[src/rtl/hre_pkg.sv]
package hre_pkg;
  // Number of flops in each input synchroniser chain.
  localparam int SYNC_STAGES = 2;
  // Number of channel groups that share the identity register.
  localparam int N_GROUPS    = 2;
endpackage

[src/rtl/hre_sync.sv]
module hre_sync #(
  parameter int W      = 16,
  parameter int STAGES = hre_pkg::SYNC_STAGES
) (
  input  logic         clk,
  input  logic         rst_n,
  input  logic [W-1:0] d_i,
  output logic [W-1:0] q_o
);
  logic [STAGES-1:0][W-1:0] chain_q;
  logic [STAGES-1:0][W-1:0] chain_d;

  always_comb begin
    chain_d[0] = d_i;
    for (int s = 1; s < STAGES; s++) chain_d[s] = chain_q[s-1];
  end

  always_ff @(posedge clk or negedge rst_n) begin
    if (!rst_n) chain_q <= '0;
    else        chain_q <= chain_d;
  end

  assign q_o = chain_q[STAGES-1];
endmodule

[src/rtl/hre_group_enc.sv]
module hre_group_enc #(
  parameter int GRP = 8,
  localparam int GW = $clog2(GRP)
) (
  input  logic [GRP-1:0] onehot_i,
  output logic [GW-1:0]  code_o,
  output logic           any_o
);
  always_comb begin
    code_o = '0;
    for (int i = 0; i < GRP; i++) begin
      if (onehot_i[i]) code_o = code_o | GW'(i);
    end
    any_o = |onehot_i;
  end
endmodule

[src/rtl/hre_pulse_timer.sv]
module hre_pulse_timer #(
  parameter int LEN = 8,
  localparam int CW = $clog2(LEN + 1)
) (
  input  logic clk,
  input  logic rst_n,
  input  logic start_i,
  output logic active_o
);
  logic [CW-1:0] cnt_q, cnt_d;
  logic          cnt_en;

  always_comb begin
    cnt_en = start_i || (cnt_q != '0);
    cnt_d  = start_i ? CW'(LEN) : cnt_q - 1'b1;
  end

  always_ff @(posedge clk or negedge rst_n) begin
    if (!rst_n)      cnt_q <= '0;
    else if (cnt_en) cnt_q <= cnt_d;
  end

  assign active_o = (cnt_q != '0);

  // a start makes the pulse active on the next cycle
  a_r5_r6_start_active: assert property (@(posedge clk) disable iff (!rst_n)
    start_i |=> active_o);
  // the count never exceeds the programmed length
  a_r5_r6_bounded: assert property (@(posedge clk) disable iff (!rst_n)
    cnt_q <= CW'(LEN));
  // the pulse only begins from a start
  a_r5_r6_rise_src: assert property (@(posedge clk) disable iff (!rst_n)
    $rose(active_o) |-> $past(start_i));
endmodule

[src/rtl/hit_route_encoder.sv]
module hit_route_encoder #(
  parameter int N_CH     = 16,
  parameter int BUSY_LEN = 6,
  parameter int GATE_LEN = 10,
  localparam int GRP     = N_CH / hre_pkg::N_GROUPS,
  localparam int GW      = $clog2(GRP),
  localparam int IDW     = $clog2(N_CH)
) (
  input  logic            clk,
  input  logic            rst_n,
  input  logic [N_CH-1:0] hit_i,
  input  logic [N_CH-1:0] fe_ctrl_n_i,
  input  logic            conv_busy_i,
  output logic [N_CH-1:0] hit_flags_o,
  output logic [IDW-1:0]  code_n_o,
  output logic            busy_o,
  output logic            lockout_o
);
  logic [N_CH-1:0] hit_s, hit_prev_q, rise;
  logic [N_CH-1:0] eligible, win;
  logic [N_CH-1:0] flags_q, flags_d;
  logic [IDW-1:0]  id_q, id_d;
  logic            accept_ok, accept;
  logic [hre_pkg::N_GROUPS-1:0][GW-1:0] grp_code;
  logic [hre_pkg::N_GROUPS-1:0]         grp_any;

  hre_sync #(.W(N_CH)) u_sync (
    .clk(clk), .rst_n(rst_n), .d_i(hit_i), .q_o(hit_s)
  );

  always_ff @(posedge clk or negedge rst_n) begin
    if (!rst_n) hit_prev_q <= '0;
    else        hit_prev_q <= hit_s;
  end

  // Edge detection and the acceptance gate.
  always_comb begin
    rise      = hit_s & ~hit_prev_q;
    accept_ok = !lockout_o && !conv_busy_i;
    eligible  = rise & fe_ctrl_n_i & {N_CH{accept_ok}};
    accept    = |eligible;
  end

  // Highest-numbered eligible channel wins.
  always_comb begin
    win = '0;
    for (int i = N_CH - 1; i >= 0; i--) begin
      if (eligible[i] && (win == '0)) win[i] = 1'b1;
    end
  end

  // One encoder per channel group.
  for (genvar g = 0; g < hre_pkg::N_GROUPS; g++) begin : g_grp
    hre_group_enc #(.GRP(GRP)) u_enc (
      .onehot_i(win[g*GRP +: GRP]),
      .code_o  (grp_code[g]),
      .any_o   (grp_any[g])
    );
  end

  // Upper group code takes over the identity when it is active.
  always_comb begin
    if (grp_any[1]) id_d = {1'b1, grp_code[1]};
    else            id_d = {1'b0, grp_code[0]};
    flags_d = (flags_q | win) & fe_ctrl_n_i;
  end

  always_ff @(posedge clk or negedge rst_n) begin
    if (!rst_n) begin
      flags_q <= '0;
      id_q    <= '0;
    end else begin
      flags_q <= flags_d;
      if (accept) id_q <= id_d;
    end
  end

  hre_pulse_timer #(.LEN(BUSY_LEN)) u_busy (
    .clk(clk), .rst_n(rst_n), .start_i(accept), .active_o(busy_o)
  );
  hre_pulse_timer #(.LEN(GATE_LEN)) u_gate (
    .clk(clk), .rst_n(rst_n), .start_i(accept), .active_o(lockout_o)
  );

  assign hit_flags_o = flags_q;
  assign code_n_o    = ~id_q;

  // at most one flag is newly set per cycle
  a_r3_single_capture: assert property (@(posedge clk) disable iff (!rst_n)
    $onehot0(hit_flags_o & ~$past(hit_flags_o)));
  // after a capture the flag named by the code is set
  a_r2_code_matches_flag: assert property (@(posedge clk) disable iff (!rst_n)
    $past(accept) |-> hit_flags_o[~code_n_o]);
  // the code changes only as a result of an accepted edge
  a_r4_code_holds: assert property (@(posedge clk) disable iff (!rst_n)
    !$stable(code_n_o) |-> $past(accept));
  // no flag is newly set while the lockout gate is active
  a_r6_lockout_blocks: assert property (@(posedge clk) disable iff (!rst_n)
    lockout_o |=> ((hit_flags_o & ~$past(hit_flags_o)) == '0));
  // no flag is newly set while the converter reports busy
  a_r7_conv_blocks: assert property (@(posedge clk) disable iff (!rst_n)
    conv_busy_i |=> ((hit_flags_o & ~$past(hit_flags_o)) == '0));
  // a channel whose control line was low has no flag
  a_r8_fe_clears: assert property (@(posedge clk) disable iff (!rst_n)
    (hit_flags_o & ~$past(fe_ctrl_n_i)) == '0);
endmodule

[config.mk]
export PLATFORM = sky130hd
export DESIGN_NAME = hit_route_encoder
export DESIGN_NICKNAME = d
export VERILOG_FILES = /design/src/rtl/hre_pkg.sv /design/src/rtl/hre_sync.sv /design/src/rtl/hre_group_enc.sv /design/src/rtl/hre_pulse_timer.sv /design/src/rtl/hit_route_encoder.sv
export SDC_FILE = /design/constraint.sdc
export NUM_CORES = 1
export LEC_CHECK = 0
export ABC_AREA = 0
export ABC_CLOCK_PERIOD_IN_PS = 2460
export CAP_MARGIN = 20
export CORE_ASPECT_RATIO = 0.8
export CORE_MARGIN = 4
export CORE_UTILIZATION = 25
export DETAILED_ROUTE_END_ITERATION = 10
export SLEW_MARGIN = 10
export SYNTH_ARGS = -nofsm -noshare
export SYNTH_HDL_FRONTEND = slang
export SYNTH_SLANG_ARGS = --single-unit
[constraint.sdc]
create_clock -name clk -period 2.46 [get_ports clk]
set_clock_uncertainty 0.1 [all_clocks]
set_input_delay 0.492 -clock clk [delete_from_list [all_inputs] [get_ports clk]]
set_output_delay 0.492 -clock clk [all_outputs]
set_load 0.005 [all_outputs]
### After elaboration in Yosys (flattened, before gate mapping)

Cells that the tools add are included.

* flip-flop bits (word level): 75
* output and inout port bits: 22
* logic and storage cells: 88

* add/sub/neg operators: 2
* muxes and demuxes: 33
* bitwise gates (word level): 8
* reduce and logical (&&, ||, !) cells: 38

Operators with widths (number)
* AND 16 bit: 4
* 2-to-1 mux 3 bit: 9
* 2-to-1 mux 1 bit: 18
* logical AND 1 bit: 16
* NOT 16 bit: 1
* bitwise OR 16 bit: 1
* OR reduction 16 bit: 1
* logical NOT 15 bit: 1
* logical NOT 14 bit: 1
* logical NOT 13 bit: 1
* logical NOT 12 bit: 1
* logical NOT 11 bit: 1
* logical NOT 10 bit: 1
* logical NOT 9 bit: 1
* logical NOT 8 bit: 1
* 2-to-1 mux 2 bit: 4
* 2-to-1 mux 4 bit: 2
* OR reduction 8 bit: 1
* logical NOT 7 bit: 1
* logical NOT 6 bit: 1
* logical NOT 5 bit: 1
* logical NOT 4 bit: 1
* NOT 4 bit: 1
* nonzero test 4 bit: 1
* other kinds (8): 10

### Longest topological paths before layout

Gate-level depths: netlist of run 1.

* word-level depth: 55
* depth in mapped cells: 7

### By module

Synthesis of run 1 repeated with hierarchy kept, for this count alone.

* cell total of the unflattened synthesis: 201
* area total of the unflattened synthesis: 2831.5 µm²

By module, submodules not included
* hit_route_encoder: instances 1, cells each 119, area an instance 1519.0 µm²
* hre_sync: instances 1, cells each 32, area an instance 800.8 µm²
* hre_pulse_timer (u_gate): instances 1, cells each 23, area an instance 230.2 µm²
* hre_pulse_timer (u_busy): instances 1, cells each 17, area an instance 183.9 µm²
* hre_group_enc: instances 2, cells each 5, area an instance 48.8 µm²

### Worst setup path after synthesis of run 1

No wires, ideal clock.

* path type: register -> register
* start: register u_gate.cnt_q[0]
* end: register flags_q[9] (netlist: hit_flags_o[9])
* setup time: 65 ps
* data arrival time: 1762 ps
* setup slack: 533 ps
* cell stages (with the launch flop): 8
* path buffers: 0
* clock period less this slack: 1927 ps
* cell sequence: dfrtp_1 inv_1 ha_1 nor4b_4 and3_4 nand3_4 a2111oi_1 o21a_1

* word-level cells in the longest chain between the ends: 25

RTL lines
* start, declared: RTL line hre_pulse_timer.sv:10 `logic [CW-1:0] cnt_q, cnt_d;`
* start signal, assigned: RTL line hre_pulse_timer.sv:20 `else if (cnt_en) cnt_q <= cnt_d;`
* nonzero test 4 bit *: RTL line hre_pulse_timer.sv:23 `assign active_o = (cnt_q != '0);`
* logical NOT 1 bit *: RTL line hit_route_encoder.sv:39 `accept_ok = !lockout_o && !conv_busy_i;`
* logical AND 1 bit *: RTL line hit_route_encoder.sv:39
* AND 16 bit *: RTL line hit_route_encoder.sv:40 `eligible = rise & fe_ctrl_n_i & {N_CH{accept_ok}};`
* 2-to-1 mux 1 bit: RTL line hit_route_encoder.sv:48 `if (eligible[i] && (win == '0)) win[i] = 1'b1;`
* NOT 1 bit: RTL line hit_route_encoder.sv:48
* logical AND 1 bit: RTL line hit_route_encoder.sv:48
* 2-to-1 mux 1 bit: RTL line hit_route_encoder.sv:48
* (+10 left out)
* logical AND 1 bit: RTL line hit_route_encoder.sv:48
* 2-to-1 mux 1 bit: RTL line hit_route_encoder.sv:48
* logical NOT 6 bit: RTL line hit_route_encoder.sv:48
* logical AND 1 bit *: RTL line hit_route_encoder.sv:48
* 2-to-1 mux 1 bit *: RTL line hit_route_encoder.sv:48
* bitwise OR 16 bit *: RTL line hit_route_encoder.sv:65 `flags_d = (flags_q | win) & fe_ctrl_n_i;`
* AND 16 bit *: RTL line hit_route_encoder.sv:65
* via flags_d[9]: RTL line hit_route_encoder.sv:21 `logic [N_CH-1:0] flags_q, flags_d;`
* end signal, assigned: RTL line hit_route_encoder.sv:73 `flags_q <= flags_d;`
* end, declared: RTL line hit_route_encoder.sv:21

Mark *: on every way through the listed nets, which the timed path passes. The rest lies on a longest branch.
A chain may end at the register's enable or synchronous reset.

### Worst setup path in the final report of run 1

* start: register u_gate.cnt_q[0]
* end: output lockout_o

* word-level cells in the longest chain between the ends: 1

RTL lines
* nonzero test 4 bit: RTL line hre_pulse_timer.sv:23
* end, declared: RTL line hit_route_encoder.sv:17 `output logic lockout_o`

Every way passes these cells.

==> reports/metrics.cfg, run 1 <==
[run_status]
status = finished clean

[timing]
timing.fmax_mhz = 428.4
layout_min_cycle_time_ns = 2.334
hold_ws_ns = 0.01537
finalSetupViolations = 0
layout_worst_path_cycle_share_pct = 94.88
tightest_slew_ns = 0.4819
fin_ws_ns = 0.1259
relSlewSlack_pct = 67.04
finalSetupTns_ns = 0
rsz0062_at_grt = false
maxSlewViolCount = 0
final_hold_viol_count = 0

[critical_path]
cp.arrival_ns = 1.74
timing.rr.end = hit_flags_o[9]
endpoint_kind = output pin
path_class = flip-flop to output pin
worstPathRequired_ns = 1.87
cp_max_fo = 5
r2r_start = u_gate.cnt_q[0]
worstRegToRegCells = 7
ff2ff_setup_slack_ns = 0.30
start_kind = flip-flop

[floorplanning]
die_area_um2 = 12910
num_rows = 34
coreArea_um2 = 10890
io_pins = 57
die_x_um = 126.1
initial_utilization_pct = 25.60
dieHeight_um = 102.5

[clock_network]
worstSkewPairLatency_ns = 0.33
clk_pin_slew_ns = 0.06
cts_tree = built
cts_hold_buf = 0
ctsResizeCount = 0
cts_setup_buffers = 0
cts_sinks = 75
cts_root_buffer = clkbuf_16
clock_path_buffers = 2
h-tree-depth = 3
cts-buffers-inserted = 9

[global_routing]
antenna_found_initial = 0
grt_first_pass_wirelength_mm = 9.963
grt_max_degree = 41
grt_usage_pct = 10.24
grt_remaining_overflow = 0
grt_pass1_vias = 1928

[placement]
placed_cells = 413
hpwl_mm = 4.481
gp_congestion = 0.7686
dpl_worst_slack_ns = -0.03542
portBuffers = 56

[cells_and_area]
fin_cells = 429
fin_nets = 318
area_delta_synth_final_pct = 39.32
fillers = 1115
layout-drive-gt1-share_pct = 12.28
fin_util_pct = 35.66
num_antenna_cells = 0

[detailed_routing]
drt-vias-per-instance = 4.310
vias = 1849
dr.pass1.iters = 5
wl_per_cell_um = 13.97
drc = 0
ant_nets = 0
drtIter0Drc = 48
wl_mm = 5.992

[logic_synthesis]
ys_types = 43
yosys_warnings = 0
synth_xor_area_share_pct = 0.6284
synth_compound_gate_area_share_pct = 10.28
seq_area_frac_synth_pct = 67.32
synthAdderAreaFrac_pct = 1.346
synth_ff_type = dfrtp_1
synth.avg_cell_area_um2 = 13.60
synth_simple_gate_area_share_pct = 17.77
synthesis.nets = 243
async_flop_share_pct = 100.0
synth_top_area_cell = dfrtp_1
synth_top_family_by_area = simple AND/OR/NAND/NOR gates
synth_area_leaders = dfrtp_1 67%, nand3b_1 3.8%, nor2b_1 2.2%
synth_mux_area_share_pct = 0.3591
ys_seq_elements = 75
netlist_area_um2 = 2788
synth_cells = 205
synth-edff-count = 0
yosysTopAreaCellShare_pct = 67.32

[power]
max-vdd-ir-drop_uv = 275.8
p_per_area_nw_per_um2 = 846.9
leakagePower_uw = 0.001669

[job]
drv_cap = 0

[worst_hold_path]
hold_path_class = input port to asynchronous set/reset pin

-- sequential cells by signal, indices dropped and copies added, names as in the netlist --
name and cells:
hit_flags_o 16, u_busy.cnt_q 3, u_sync.chain_d 16, hit_prev_q 16
id_q 4, u_sync.q_o 16, u_gate.cnt_q 4
-- metal layers --
| metal | part of all wire, % | track usage (%) | vias to the layer above |
|---|---|---|---|
| li1 | - | - | 882 |
| met1 | 45 | 12.74 | 893 |
| met2 | 44 | 15.00 | 65 |
| met3 | 8.4 | 4.336 | 9 |
| met4 | 2.3 | 5.936 | 0 |
| met5 | 0 | 0 | - |
-- worst max-delay path by stage --
stage | from | to | slack, ns | cells after the start
3_5_place_dp | conv_busy_i | hit_flags_o[9] | -0.04 | 6
4_1_cts | u_busy.cnt_q[0] | busy_o | 0.02 | 5
6_report | u_gate.cnt_q[0] | lockout_o | 0.13 | 5
3_3_place_gp | conv_busy_i | hit_flags_o[9] | 0.009 | 6
2_1_floorplan | u_gate.cnt_q[0] | hit_flags_o[9] | 0.53 | 7
5_1_grt | u_gate.cnt_q[0] | lockout_o | 0.01 | 5
-- final cells by class --
type	instances	area [µm²]	area share, %
clock buffers	9	225.2	5.799
inverters	14	52.55	1.353
clock inverters	7	45.04	1.160
well taps	144	180.2	4.639
multi-input cells	114	858.3	22.10
flip-flops and latches	75	1877	48.32
repair buffers	66	645.6	16.62
-- cells in the mapped netlist (2+ instances only) --
master and count:
o2111ai_1 2, a31oi_1 2, and3b_1 5, inv_1 14, dfrtp_1 75, a41oi_1 6
o21ai_0 4, nor2b_1 10, nor2_1 5, nand3b_1 14, o211ai_1 2, a21oi_1 5
xnor2_1 2, nor3_1 3, nand2b_1 2, nand3_1 5, nand2_1 11, o21a_1 7
and4b_1 3, o21ai_1 2, a32o_1 2, ha_1 3
-- critical path, stage by stage, from the launching register on --
cell             delay, ns
dfrtp_1               0.36
inv_1                 0.10
ha_2                  0.23
nor3b_4               0.22
inv_1                 0.06
clkdlybuf4s50_1       0.44
-- cell usage in the layout, fill, tap and decap left out, types with 6 or more instances in the layout --
cell type,n
a41oi_1,6
nor2b_1,9
nand2_1,11
buf_4,10
clkbuf_16,9
clkdlybuf4s50_1,55
dfrtp_1,75
inv_1,14
nand3b_1,14
o21a_1,7
-- where the power goes --
| group | switching, µW | leakage [µW] | internal, µW |
|---|---|---|---|
| logic | 300 | 0.000620 | 356 |
| clock network | 494 | 0.000135 | 677 |
| registers | 89.6 | 0.000913 | 1370 |
-- kinds of logic after synthesis --
| group | count (synthesis) |
|---|---|
| compound gates | 38 |
| xor+xnor | 2 |
| fa+ha+maj | 3 |
| buf+inv | 16 |
| flops | 75 |
| mux | 1 |
| simple gates | 70 |
-- through the flow --
| step | total power (µW) | instance area, µm² |
|---|---|---|
| 3_5_place_dp | 2131 | 3602 |
| 5_1_grt | 3488 | 3884 |
| 4_1_cts | 3336 | 3872 |
| 6_report | 3289 | 3884 |
| 3_3_place_gp | 2110 | 3602 |
| 2_1_floorplan | 1816 | 2788 |
Note: power is estimated with default switching activity, not from simulation.
==> inputs of run 2 (changes only) <==
- CORE_MARGIN: 4 -> unset
==> run 2 against run 1 <==
Effect of this change: utilization grew 0.45 points; largest power group unchanged; global-route usage grew 1.2 points; cell count is the same; combinational power shrank 2%; fmax shrank 0.14%; first-iteration DRC count grew 58%; the flow now finishes with violations (negative hold slack); flip-flop and latch count is the same; register-to-register slack gained 0.13 ns; setup slack lost 0.0032 ns.
==> reports/metrics.cfg, run 2 (synthesis gave the netlist of run 1 again) <==
[clock_network]
clk_pin_slew_ns = 0.06
clock_path_buffers = 2
ctsResizeCount = 0
cts_setup_buffers = 0
cts-buffers-inserted = 9
worstSkewPairLatency_ns = 0.34
cts_tree = built
cts_root_buffer = clkbuf_16
cts_hold_buf = 0
h-tree-depth = 3
cts_sinks = 75

[timing]
hold_ws_ns = -0.001104
layout_min_cycle_time_ns = 2.337
finalSetupViolations = 0
rsz0062_at_grt = false
maxSlewViolCount = 0
tightest_slew_ns = 0.4381
relSlewSlack_pct = 70.04
final_hold_viol_count = 1
layout_worst_path_cycle_share_pct = 95.01
timing.fmax_mhz = 427.9
fin_ws_ns = 0.1227
finalSetupTns_ns = 0

[power]
p_per_area_nw_per_um2 = 879.5
leakagePower_uw = 0.001681
power_uw = 3445
max-vdd-ir-drop_uv = 391.0

[worst_hold_path]
hold_path_class = input port to asynchronous set/reset pin

[critical_path]
worstPathRequired_ns = 1.87
slowest_stage = clkdlybuf4s50_1
cpPeakStageDelay_ns = 0.45
crit_top_cell = inv_1
path_delay_family = buffers and inverters
crit_chain = inv_1, ha_1, nor3b_2, inv_1, clkdlybuf4s50_1
endpoint_kind = output pin
cp.arrival_ns = 1.75
cp_max_fo = 5
ff2ff_setup_slack_ns = 0.43
critPathBufInv = 3
path_class = flip-flop to output pin
start_kind = flip-flop

[detailed_routing]
vias = 1798
wl_mm = 5.765
drt-vias-per-instance = 4.191
drc = 0
dr.pass1.iters = 4
drtIter0Drc = 76
ant_nets = 0
wl_per_cell_um = 13.44

[cells_and_area]
final_common_cell = dfrtp_1
layout-drive-gt1-share_pct = 11.23
area_delta_synth_final_pct = 40.53
design_area_um2 = 3918
fin_nets = 318
layout.area.seq_um2 = 1877
fillers = 1055
multiInputGateArea_um2 = 847.1
final_cell_mix = 75 x dfrtp_1, 55 x clkdlybuf4s50_1, 14 x inv_1, 14 x nand3b_1, 11 x nand2_1
num_antenna_cells = 0

[placement]
hpwl_mm = 4.228
dpl_worst_slack_ns = 0.09761
gp_congestion = 0.7657
post_dp_cell_area_um2 = 3602
portBuffers = 56

[floorplanning]
num_rows = 34
coreArea_um2 = 10850
io_pins = 57
die_area_um2 = 11580
initial_utilization_pct = 25.70
dieHeight_um = 96.45
die_x_um = 120.1

[global_routing]
grt_pass1_vias = 1878
grt_max_degree = 42
antenna_found_initial = 0
grt_usage_pct = 11.47
grt_remaining_overflow = 0
grt_first_pass_wirelength_mm = 9.597

[job]
drv_cap = 0

[run_status]
violations = negative hold slack
status = complete, but fails checks

==> run 2: changes by cell type in the layout (fill, tap and decap cells not counted), sizes merged <==
cell / change
clkinvlp: +1
clkbuf: +4
clkinv: -6
bufinv: +1
==> run 2: per-layer routing <==
| layer | routed length (µm) | global-route usage [%] | up-vias |
|---|---|---|---|
| met3 | 390 | 5.692 | 10 |
| li1 | - | - | 891 |
| met1 | 2697 | 14.22 | 853 |
| met4 | 117 | 5.313 | 0 |
| met2 | 2558 | 16.71 | 44 |
| met5 | 0 | 0 | - |
==> run 2: power breakdown <==
group | internal [µW] | switching (µW)
Combinational | 348 | 296
Clock | 868 | 479
Sequential | 1370 | 80.7
Total | 2590 | 856
==> run 2: area by class of cell <==
| type | count | area share, % |
|---|---|---|
| inverter | 14 | 1.341 |
| sequential | 75 | 47.91 |
| timing repair buffer | 66 | 16.48 |
| clock inverter | 3 | 1.150 |
| tap | 144 | 4.599 |
| clock buffer | 13 | 6.899 |
| multi-input combinational | 114 | 21.62 |
==> run 2: per-stage QoR <==
step,hold slack [ns],utilization (%),cells
after CTS,0.01558,36.11,429
after global placement,0.2316,33.21,413
after global routing,0.03053,36.11,429
after floorplan,0.09641,-,205
final,-0.001104,36.11,429
after detailed placement,0.2347,33.21,413
==> run 2: path summary, 6_finish.rpt <==
path / startpoint / end / cells after the start
max in group asynchronous: rst_n / u_sync.q_o[11] / 2
setup / recovery: u_gate.cnt_q[0] / lockout_o / 5
setup reg to reg: u_gate.cnt_q[0] / hit_flags_o[8] / 7
hold reg to reg: u_sync.chain_d[16] / u_sync.q_o[0] / 0
min in group clk: u_sync.chain_d[16] / u_sync.q_o[0] / 0
hold / removal: rst_n / u_sync.chain_d[19] / 1
